[config.mk]
export PLATFORM = sky130hd
export DESIGN_NAME = xmem_bank_ctl
export DESIGN_NICKNAME = d
export VERILOG_FILES = /design/src/rtl/xmb_pkg.sv /design/src/rtl/xmb_access_chk.sv /design/src/rtl/xmb_regfile.sv /design/src/rtl/xmb_bank_map.sv /design/src/rtl/xmem_bank_ctl.sv
export SDC_FILE = /design/constraint.sdc
export NUM_CORES = 1
export LEC_CHECK = 0
export ABC_AREA = 1
export CAP_MARGIN = 20
export CORE_UTILIZATION = 40
export DETAILED_ROUTE_END_ITERATION = 6
export DONT_BUFFER_PORTS = 1
export SLEW_MARGIN = 20
export SYNTH_ARGS = -nofsm -noshare
export SYNTH_HDL_FRONTEND = slang
export SYNTH_SLANG_ARGS = --single-unit
[constraint.sdc]
create_clock -name clk -period 2.3 [get_ports clk]
set_clock_uncertainty 0.1 [all_clocks]
set_input_delay 0.46 -clock clk [delete_from_list [all_inputs] [get_ports clk]]
set_output_delay 0.46 -clock clk [all_outputs]
set_load 0.005 [all_outputs]
[src/rtl/xmb_pkg.sv]
package xmb_pkg;

   typedef enum logic [1:0] {
      SZ_8  = 2'd0,
      SZ_16 = 2'd1,
      SZ_32 = 2'd2,
      SZ_64 = 2'd3
   } xmb_size_e;

   typedef enum logic [1:0] {
      ACC_OK         = 2'd0,
      ACC_BAD_WIDTH  = 2'd1,
      ACC_BAD_OFFSET = 2'd2
   } xmb_acc_e;

   typedef enum logic [1:0] {
      TGT_GLB   = 2'd0,
      TGT_BANK0 = 2'd1,
      TGT_BANK1 = 2'd2,
      TGT_NONE  = 2'd3
   } xmb_tgt_e;

   localparam int unsigned OFF_GLB   = 0;
   localparam int unsigned OFF_BANK0 = 4;
   localparam int unsigned OFF_BANK1 = 8;

   localparam int unsigned MAX_BANKS = 4;
   localparam int unsigned CNT_W     = 3;

   localparam logic [15:0] GLB_RST  = 16'h00F2;
   localparam logic [31:0] BCTL_RST = 32'hFFC2_FFC2;

   function automatic logic [CNT_W-1:0] clamp_count(input logic [CNT_W-1:0] field);
      if (field > CNT_W'(MAX_BANKS))
         return CNT_W'(MAX_BANKS);
      return field;
   endfunction

endpackage

[src/rtl/xmb_access_chk.sv]
module xmb_access_chk
   import xmb_pkg::*;
#(
   parameter int unsigned REG_AW = 4
)(
   input  logic [1:0]        req_size,
   input  logic [REG_AW-1:0] req_off,
   output xmb_tgt_e          tgt,
   output xmb_acc_e          status
);

   if (REG_AW < 4) begin : g_bad_aw
      $error("xmb_access_chk: REG_AW must be at least 4");
   end

   logic width_legal;
   logic glb_width_ok;

   always_comb begin
      if (req_off == REG_AW'(OFF_GLB))
         tgt = TGT_GLB;
      else if (req_off == REG_AW'(OFF_BANK0))
         tgt = TGT_BANK0;
      else if (req_off == REG_AW'(OFF_BANK1))
         tgt = TGT_BANK1;
      else
         tgt = TGT_NONE;
   end

   assign width_legal  = (req_size == SZ_16) || (req_size == SZ_32);
   assign glb_width_ok = (req_size == SZ_16);

   // Width faults are ranked above the offset fault.
   always_comb begin
      if (!width_legal)
         status = ACC_BAD_WIDTH;
      else if (tgt == TGT_GLB && !glb_width_ok)
         status = ACC_BAD_WIDTH;
      else if (tgt == TGT_NONE)
         status = ACC_BAD_OFFSET;
      else
         status = ACC_OK;
   end

endmodule

[src/rtl/xmb_regfile.sv]
module xmb_regfile
   import xmb_pkg::*;
#(
   parameter int unsigned DATA_W = 32
)(
   input  logic              clk,
   input  logic              rst_n,
   input  logic              req,
   input  logic              wr,
   input  logic [1:0]        size,
   input  xmb_tgt_e          tgt,
   input  xmb_acc_e          status,
   input  logic [DATA_W-1:0] wdata,
   output logic              ack,
   output logic [DATA_W-1:0] rdata,
   output logic              err_width,
   output logic              err_offset,
   output logic [15:0]       glb_word
);

   if (DATA_W != 32) begin : g_bad_dw
      $error("xmb_regfile: DATA_W must be 32");
   end

   localparam int unsigned NUM_BCTL = 2;
   localparam int unsigned HALF_W   = DATA_W / 2;

   logic [15:0]                     glb_q;
   logic [NUM_BCTL-1:0][DATA_W-1:0] bctl_q;
   logic                            ack_q;
   logic                            errw_q;
   logic                            erro_q;
   logic [DATA_W-1:0]               rdata_q;

   logic              acc_ok;
   logic              wr_en;
   logic [DATA_W-1:0] rd_mux;

   assign acc_ok = req && (status == ACC_OK);
   assign wr_en  = acc_ok && wr;

   always_comb begin
      case (tgt)
         TGT_GLB:   rd_mux = DATA_W'(glb_q);
         TGT_BANK0: rd_mux = bctl_q[0];
         TGT_BANK1: rd_mux = bctl_q[1];
         default:   rd_mux = '0;
      endcase
   end

   always_ff @(posedge clk) begin
      if (!rst_n) begin
         glb_q <= GLB_RST;
         for (int i = 0; i < NUM_BCTL; i++)
            bctl_q[i] <= BCTL_RST;
      end else if (wr_en) begin
         if (tgt == TGT_GLB)
            glb_q <= wdata[15:0];
         for (int i = 0; i < NUM_BCTL; i++) begin
            if (int'(tgt) == i + 1) begin
               if (size == SZ_32)
                  bctl_q[i] <= wdata;
               else
                  bctl_q[i][HALF_W-1:0] <= wdata[HALF_W-1:0];
            end
         end
      end
   end

   always_ff @(posedge clk) begin
      if (!rst_n) begin
         ack_q   <= 1'b0;
         errw_q  <= 1'b0;
         erro_q  <= 1'b0;
         rdata_q <= '0;
      end else begin
         ack_q   <= req;
         errw_q  <= req && (status == ACC_BAD_WIDTH);
         erro_q  <= req && (status == ACC_BAD_OFFSET);
         rdata_q <= (acc_ok && !wr) ? rd_mux : '0;
      end
   end

   assign ack        = ack_q;
   assign err_width  = errw_q;
   assign err_offset = erro_q;
   assign rdata      = rdata_q;
   assign glb_word   = glb_q;

   assert_one_err_R8: assert property (@(posedge clk) disable iff (!rst_n)
      !(err_width && err_offset));

   assert_err_with_ack_R10: assert property (@(posedge clk) disable iff (!rst_n)
      (err_width || err_offset) |-> ack);

   assert_err_rdata_zero_R10: assert property (@(posedge clk) disable iff (!rst_n)
      (err_width || err_offset) |-> (rdata == '0));

   assert_err_nowrite_R9: assert property (@(posedge clk) disable iff (!rst_n)
      (req && status != ACC_OK) |=> ($stable(glb_q) && $stable(bctl_q)));

   assert_glb_wide_R6: assert property (@(posedge clk) disable iff (!rst_n)
      (req && tgt == TGT_GLB && size == SZ_32) |=> err_width);

endmodule

[src/rtl/xmb_bank_map.sv]
module xmb_bank_map
   import xmb_pkg::*;
#(
   parameter int unsigned        ADDR_W    = 32,
   parameter int unsigned        NUM_BANKS = 4,
   parameter int unsigned        BANK_LOG2 = 20,
   parameter logic [ADDR_W-1:0]  BANK_BASE = 32'h2000_0000,
   parameter bit                 OUT_REG   = 1'b1
)(
   input  logic                 clk,
   input  logic                 rst_n,
   input  logic [CNT_W-1:0]     cnt_field,
   input  logic                 ext_valid,
   input  logic [ADDR_W-1:0]    ext_addr,
   output logic                 ext_rsp_valid,
   output logic [NUM_BANKS-1:0] ext_sel,
   output logic                 ext_dec_err
);

   localparam logic [63:0] BANK_SPAN = 64'd1 << BANK_LOG2;
   localparam logic [63:0] BASE64    = 64'(BANK_BASE);

   if (NUM_BANKS < 1 || NUM_BANKS > MAX_BANKS) begin : g_bad_nb
      $error("xmb_bank_map: NUM_BANKS must be 1 to 4");
   end
   if (BANK_LOG2 != 20 && BANK_LOG2 != 26) begin : g_bad_sz
      $error("xmb_bank_map: BANK_LOG2 must be 20 or 26");
   end
   if ((BASE64 % BANK_SPAN) != 64'd0) begin : g_bad_base
      $error("xmb_bank_map: BANK_BASE must be bank aligned");
   end
   if (BASE64 + 64'(NUM_BANKS) * BANK_SPAN > (64'd1 << ADDR_W)) begin : g_bad_top
      $error("xmb_bank_map: bank windows exceed the address space");
   end

   logic [CNT_W-1:0]     en_cnt;
   logic [63:0]          addr64;
   logic [NUM_BANKS-1:0] hit;
   logic [NUM_BANKS-1:0] sel_c;
   logic                 err_c;

   assign en_cnt = clamp_count(cnt_field);
   assign addr64 = 64'(ext_addr);

   for (genvar i = 0; i < NUM_BANKS; i++) begin : g_bank
      localparam logic [63:0] LO = BASE64 + 64'(i) * BANK_SPAN;
      localparam logic [63:0] HI = LO + BANK_SPAN;
      logic enabled;
      assign enabled  = (CNT_W'(i) < en_cnt);
      assign hit[i]   = (addr64 >= LO) && (addr64 < HI);
      assign sel_c[i] = ext_valid && hit[i] && enabled;
   end

   assign err_c = ext_valid && (sel_c == '0);

   if (OUT_REG) begin : g_reg_out
      always_ff @(posedge clk) begin
         if (!rst_n) begin
            ext_rsp_valid <= 1'b0;
            ext_sel       <= '0;
            ext_dec_err   <= 1'b0;
         end else begin
            ext_rsp_valid <= ext_valid;
            ext_sel       <= sel_c;
            ext_dec_err   <= err_c;
         end
      end
   end else begin : g_comb_out
      assign ext_rsp_valid = ext_valid;
      assign ext_sel       = sel_c;
      assign ext_dec_err   = err_c;
   end

   assert_sel_onehot_R2: assert property (@(posedge clk) disable iff (!rst_n)
      $onehot0(ext_sel));

   assert_err_no_sel_R3: assert property (@(posedge clk) disable iff (!rst_n)
      ext_dec_err |-> (ext_sel == '0));

   assert_rsp_covers_R2: assert property (@(posedge clk) disable iff (!rst_n)
      ext_rsp_valid |-> ($countones(ext_sel) + int'(ext_dec_err) == 1));

   assert_cnt_sat_R1: assert property (@(posedge clk) disable iff (!rst_n)
      en_cnt <= CNT_W'(MAX_BANKS));

endmodule

[src/rtl/xmem_bank_ctl.sv]
module xmem_bank_ctl
   import xmb_pkg::*;
#(
   parameter int unsigned       REG_AW    = 4,
   parameter int unsigned       ADDR_W    = 32,
   parameter int unsigned       NUM_BANKS = 4,
   parameter int unsigned       BANK_LOG2 = 20,
   parameter logic [ADDR_W-1:0] BANK_BASE = 32'h2000_0000,
   parameter bit                OUT_REG   = 1'b1
)(
   input  logic                 clk,
   input  logic                 rst_n,
   input  logic                 reg_req,
   input  logic                 reg_wr,
   input  logic [1:0]           reg_size,
   input  logic [REG_AW-1:0]    reg_off,
   input  logic [31:0]          reg_wdata,
   output logic                 reg_ack,
   output logic [31:0]          reg_rdata,
   output logic                 reg_err_width,
   output logic                 reg_err_offset,
   input  logic                 ext_valid,
   input  logic [ADDR_W-1:0]    ext_addr,
   output logic                 ext_rsp_valid,
   output logic [NUM_BANKS-1:0] ext_sel,
   output logic                 ext_dec_err
);

   xmb_tgt_e    tgt;
   xmb_acc_e    status;
   logic [15:0] glb_word;

   xmb_access_chk #(
      .REG_AW (REG_AW)
   ) u_chk (
      .req_size (reg_size),
      .req_off  (reg_off),
      .tgt      (tgt),
      .status   (status)
   );

   xmb_regfile #(
      .DATA_W (32)
   ) u_regs (
      .clk        (clk),
      .rst_n      (rst_n),
      .req        (reg_req),
      .wr         (reg_wr),
      .size       (reg_size),
      .tgt        (tgt),
      .status     (status),
      .wdata      (reg_wdata),
      .ack        (reg_ack),
      .rdata      (reg_rdata),
      .err_width  (reg_err_width),
      .err_offset (reg_err_offset),
      .glb_word   (glb_word)
   );

   xmb_bank_map #(
      .ADDR_W    (ADDR_W),
      .NUM_BANKS (NUM_BANKS),
      .BANK_LOG2 (BANK_LOG2),
      .BANK_BASE (BANK_BASE),
      .OUT_REG   (OUT_REG)
   ) u_map (
      .clk           (clk),
      .rst_n         (rst_n),
      .cnt_field     (glb_word[3:1]),
      .ext_valid     (ext_valid),
      .ext_addr      (ext_addr),
      .ext_rsp_valid (ext_rsp_valid),
      .ext_sel       (ext_sel),
      .ext_dec_err   (ext_dec_err)
   );

endmodule

; Word level (Yosys, flattened, before mapping)
; Index checks and enable logic that the tools add are counted.
; Widths: inputs -> output; s select.
[classes]
magnitude_cmp = 13
n_eq_ne = 11
muxes = 10
reduce_logical = 32
[ops]
columns = operator, count
row1 = $ge 32x30->1 const B, 4
row2 = $lt 32x30->1 const B, 4
row3 = $pmux 32 s3, 1
row4 = $logic_and 1x1->1, 19
row5 = $eq 2x2->1 const B, 6
row6 = $mux 2, 5
row7 = $logic_not 4->1, 2
row8 = $reduce_and 2->1, 4
row9 = $eq 2x1->1 const B, 3
row10 = $lt 1x3->1 const A, 2
row11 = $lt 2x3->1 const A, 2
row12 = $mux 3, 2
row13 = $reduce_and 3->1, 2
row14 = $eq 4x3->1 const B, 1
row15 = $eq 4x4->1 const B, 1
row16 = $logic_not 2->1, 2
row17 = $gt 3x3->1 const B, 1
row18 = $logic_not 1->1, 2
row19 = $mux 1, 2
row20 = $logic_or 1x1->1, 1
[totals]
reg_bits = 121
in_bits = 75
output_inout_bits = 41
elab_cells = 78

; Longest topological paths before layout
[logic_depth]
depth_word = 12
depth_mapped = 12
mapped_depth_nobuf = 10

; Modules after synthesis
; Synthesis repeated with hierarchy kept, for this count alone.
[unflattened]
cells_unflattened = 656
area_unflattened_um2 = 4755.8
[modules_own_cells]
columns = mod, instances, cells_per_inst, area_each_um2, seq_area_each_um2
row1 = xmb_regfile, 1, 581, 4322.9, 2302.2
row2 = xmb_bank_map, 1, 59, 352.8, 120.1
row3 = xmb_access_chk, 1, 16, 80.1, 0.0

; Least setup slack after synthesis
; OpenSTA, ideal clock, no wires.
[synth_timing]
path_kind = input port to flip-flop
start = input reg_size[0]
end = register u_regs.bctl_q[13] in the netlist's numbering
setup_ps = 134
arrival_time_ps = 1599
required_ps = 2066
slack_ps = 467
path_stages = 10
n_path_buf = 2
cell_sequence = inv_1 ha_1 inv_1 nand2_1 nor2_4 buf_12 nand3_4 buf_2 nand2_1 nand3_1
[synth_via]
elab_chain_cells = 9
elab_cells_between_ends = 11
classes_between = eq/ne: 2 / mux: 2 / reduce/logical: 7
[synth_lines]
columns = item, line_no
row1 = "start, declared", xmem_bank_ctl.sv:15  ; input logic [1:0] reg_size,
row2 = $eq 2x1->1, "xmb_access_chk.sv:30, xmb_access_chk.sv:31"
row3 = $logic_not 1->1, xmb_access_chk.sv:37  ; else if (tgt == TGT_GLB && !glb_width_ok)
row4 = $logic_and 1x1->1, xmb_access_chk.sv:37
row5 = $mux 2, xmb_access_chk.sv:37
row6 = $mux 2 *, xmb_access_chk.sv:35  ; if (!width_legal)
row7 = $logic_not 2->1 *, xmb_regfile.sv:39  ; assign acc_ok = req && (status == ACC_OK);
row8 = $logic_and 1x1->1 *, xmb_regfile.sv:39
row9 = $logic_and 1x1->1 *, xmb_regfile.sv:40  ; assign wr_en = acc_ok && wr;
row10 = $reduce_and 2->1 (no line) *, --
row11 = "end signal, assigned by index", xmb_regfile.sv:62  ; bctl_q[i] <= wdata;
row12 = "end signal, assigned by index", xmb_regfile.sv:64  ; bctl_q[i][HALF_W-1:0] <= wdata[HALF_W-1:0];
row13 = "end, declared", xmb_regfile.sv:29  ; logic [NUM_BCTL-1:0][DATA_W-1:0] bctl_q;
; Mark *: on every way between the ends. The rest lies on a longest branch, timed or not.
; A chain may end at the register's enable or synchronous reset.

; Final worst setup path
[layout_timing]
start = input reg_size[0]
end = register u_regs.bctl_q[52] in the netlist's numbering
[layout_via]
elab_chain_cells = 9
elab_cells_between_ends = 11
classes_between = eq/ne: 2 / mux: 2 / reduce/logical: 7
[layout_lines]
columns = item, line_no
row1 = $eq 2x1->1, "xmb_access_chk.sv:30, xmb_access_chk.sv:31"
row2 = $logic_not 1->1, xmb_access_chk.sv:37
row3 = $logic_and 1x1->1, xmb_access_chk.sv:37
row4 = $mux 2, xmb_access_chk.sv:37
row5 = $mux 2, xmb_access_chk.sv:35
row6 = $logic_not 2->1, xmb_regfile.sv:39
row7 = $logic_and 1x1->1, xmb_regfile.sv:39
row8 = $logic_and 1x1->1, xmb_regfile.sv:40
row9 = $reduce_and 3->1 (no line) *, --
; Marks and branches as above.

==> load_flow_metrics.sql <==
INSERT INTO impl_metrics (metric_group, metric, value, unit) VALUES
('synth', 'asyncSetResetFlopFracSynth', '0', ''),
('critical_path', 'crit_type', 'in -> reg', ''),
('floorplanning', 'coreArea', '12100', 'um^2'),
('cts', 'clk_pin_slew_worst_paths', '0.06', 'ns'),
('power_and_ir_drop', 'p_comb_frac', '0.022', ''),
('synth', 'synth_nets', '767', ''),
('global_route', 'antenna_found_initial', '0', ''),
('route', 'antenna_left', '0', ''),
('sta', 'max_slew_violation_count', '0', ''),
('cts', 'cts-root-to-sink-buffers', '2', ''),
('placement', 'place.gp.congestion', '0.873', ''),
('cts', 'ctsHtreeMaxLevel', '4', ''),
('critical_path', 'startpoint_type', 'input pin', ''),
('placement', 'placement.cell_area', '5120', 'um^2'),
('critical_path', 'path_cells', 'inv_1 > ha_1 > inv_1 > nand2_1 > nor2_4 > buf_4 > nand3_4 > nor2_1 > nor2_1', ''),
('synth', 'ys_seq_elements', '121', ''),
('sta', 'grt_setup_unrepaired', 'false', ''),
('power_and_ir_drop', 'power.sequential.fraction', '0.421', ''),
('critical_path', 'worst-endpoint-required', '2.51', 'ns'),
('power_and_ir_drop', 'internal_power', '4000', 'uW'),
('critical_path', 'endpoint_kind', 'flip-flop', ''),
('synth', 'synth_edf_count', '0', ''),
('final_layout', 'finalNetCount', '757', ''),
('run', 'max_capacitance_violation_total', '0', ''),
('hold_path', 'min_path_type', 'in -> reg', ''),
('critical_path', 'critical_path_peak_fanout', '21', ''),
('final_layout', 'area.growth.synth_to_final', '14.6', '%'),
('critical_path', 'timing.critical_path.max_delay_family', 'simple AND/OR/NAND/NOR gates', ''),
('power_and_ir_drop', 'powerDensity', '872', 'nW/um^2'),
('critical_path', 'worstPathBufferInverterCount', '3', ''),
('power_and_ir_drop', 'share_clk_of_total_power', '0.557', ''),
('cts', 'count_of_cells_resized_by_post_cts_repair', '0', ''),
('power_and_ir_drop', 'p_sw', '1020', 'uW'),
('power_and_ir_drop', 'sw_share', '0.204', ''),
('synth', 'syn_inst_count', '690', ''),
('sta', 'setup_viol', '0', ''),
('cts', 'post-cts-setup-buffers', '0', ''),
('sta', 'period_needed', '1.73', 'ns'),
('cts', 'cts.sinks', '121', ''),
('route', 'wl_per_cell', '14.2', 'um'),
('global_route', 'global_route.overflow_total', '0', ''),
('sta', 'slew-limit-headroom', '0.660', ''),
('floorplanning', 'fp.dieH', '114', 'um'),
('critical_path', 'crit_arrival', '1.93', 'ns'),
('critical_path', 'cp_slowest_cell', 'ha_1', ''),
('power_and_ir_drop', 'ir_drop_worst_case_vdd', '0.000643', 'V'),
('sta', 'clock.fmax', '579', 'MHz'),
('global_route', 'globalRouteTotalUtil', '0.199', ''),
('sta', 'share_of_the_clock_period_used_by_the_worst_path', '0.750', ''),
('final_layout', 'num-fill-cells', '1214', ''),
('global_route', 'wire_length_of_the_first_global_routing_pass', '19.7', 'mm'),
('sta', 'worst_slew_pin_slew', '0.507', 'ns'),
('power_and_ir_drop', 'total_leakage_power', '0.00252', 'uW'),
('sta', 'final_hold_viol_count', '0', ''),
('route', 'first_iter_violations', '356', ''),
('cts', 'tritoncts_buffer_count', '17', ''),
('route', 'vias_per_cell', '5.07', ''),
('cts', 'tritoncts', 'done', ''),
('final_layout', 'design_area', '5750', 'um^2'),
('synth', 'synth_cell_type_count', '26', ''),
('floorplanning', 'fp-row-count', '40', ''),
('route', 'drt_pass1_iterations', '6', ''),
('final_layout', 'final_layout_size_suffix_gt1_frac', '0.0808', ''),
('placement', 'port_buffers', '0', ''),
('run_status', 'outcome', 'finished clean', ''),
('synth', 'ys_dominant_reg_cell', 'dfxtp_1', ''),
('floorplanning', 'ios', '116', ''),
('final_layout', 'antennaDiodeCount', '0', ''),
('global_route', 'largest_net_degree_at_the_start_of_global_routing', '80', ''),
('synth', 'ys_seq_area_frac', '0.482', ''),
('cts', 'cts_hold_repair.buffers', '0', '');
## worst paths after layout
| path | slack (ns) | end | from | cells after the start |
|---|---|---|---|---|
| max | 0.57 | u_regs.bctl_q[52] | reg_size[0] | 9 |
| min | 0.07 | u_regs.glb_word[4] | rst_n | 1 |
| max reg2reg | 1.05 | u_map.ext_dec_err | u_regs.glb_word[3] | 7 |
| min reg2reg | 0.36 | u_regs.bctl_q[18] | u_regs.bctl_q[18] | 2 |
## kinds of logic (layout without fill, tap and decap cells)
logic type | count (synthesis) | count (layout) | share of synthesized area
DFF | 121 | 121 | 0.482
adders and majority gates | 2 | 2 | 0.00498
buffers and inverters | 97 | 100 | 0.0897
AOI/OAI and AO/OA | 46 | 46 | 0.0506
and+or+nand+nor | 424 | 424 | 0.372
## metrics by stage
| step | hold WS (ns) | setup slack [ns] | utilization | std cells | total power (uW) |
|---|---|---|---|---|---|
| after floorplan | 0.338 | 0.467 | - | 690 | 2260 |
| after global placement | 0.352 | 0.180 | 0.423 | 829 | 2260 |
| after detailed placement | 0.355 | 0.139 | 0.423 | 829 | 2270 |
| after CTS | 0.0195 | 0.576 | 0.475 | 861 | 5060 |
| after global routing | 0.0506 | 0.470 | 0.475 | 861 | 5190 |
| final | 0.0661 | 0.574 | 0.475 | 861 | 5020 |
## cells in the mapped netlist (3+ instances only)
cell type / n / area [um^2]
buf_6: 6 / 67.6
nand3_1: 110 / 551
clkinv_1: 3 / 11.3
clkbuf_1: 16 / 60.1
nand3_4: 5 / 87.6
a21oi_1: 24 / 120
buf_2: 14 / 70.1
dfxtp_1: 121 / 2420
nor3_1: 5 / 25.0
nand2_1: 208 / 781
nand4_1: 11 / 68.8
nor2_1: 77 / 289
o21ai_0: 4 / 20.0
inv_1: 54 / 203
a31oi_1: 17 / 106
## state kept, by name, indices dropped and copies added (netlist names)
register             count
u_map.ext_rsp_valid      1
u_map.ext_dec_err        1
u_regs.bctl_q           64
u_map.ext_sel            4
u_regs.ack               1
u_regs.rdata            32
u_regs.err_width         1
u_regs.err_offset        1
u_regs.glb_word         16
## cells in the final DEF (no fill, tap or decap)
cell type,count
a21oi_1,24
a31oi_1,17
buf_12,3
buf_4,8
bufinv_16,4
clkbuf_16,17
clkbuf_8,2
clkinv_1,3
clkinv_2,5
clkinvlp_4,4
dfxtp_1,121
ha_1,2
inv_1,54
nand2_1,208
nand2_2,2
nand3_1,110
nand3_2,1
nand3_4,5
nand4_1,11
nor2_1,76
nor2_2,2
nor2_4,2
nor3_1,5
nor3_4,1
nor4_1,1
o211ai_1,1
o21ai_0,4
## layout make-up
cell class,count,area (um^2),share of cell area
Clock inverter,13,175,0.0305
Timing Repair Buffer,11,120,0.0209
Sequential cell,121,2420,0.421
Clock buffer,19,453,0.0787
Inverter,57,214,0.0372
Tap cell,168,210,0.0365
Multi-Input combinational cell,472,2160,0.375
## per-layer routing
metal | track usage | vias up | wire length (um)
met4 | 0.0797 | 0 | 196
met3 | 0.0744 | 17 | 907
li1 | - | 2188 | -
met1 | 0.241 | 2004 | 5360
met2 | 0.318 | 156 | 5740
met5 | 0 | - | 0
## power groups by stage
stage | combinational (uW) | clock (uW) | sequential, uW
CTS | 112 | 2840 | 2110
finish | 111 | 2800 | 2110
global route | 125 | 2960 | 2110
detailed placement | 111 | 0 | 2150
floorplan | 110 | 0 | 2150
global placement | 109 | 0 | 2150
Power figures use the tool's default switching activity.
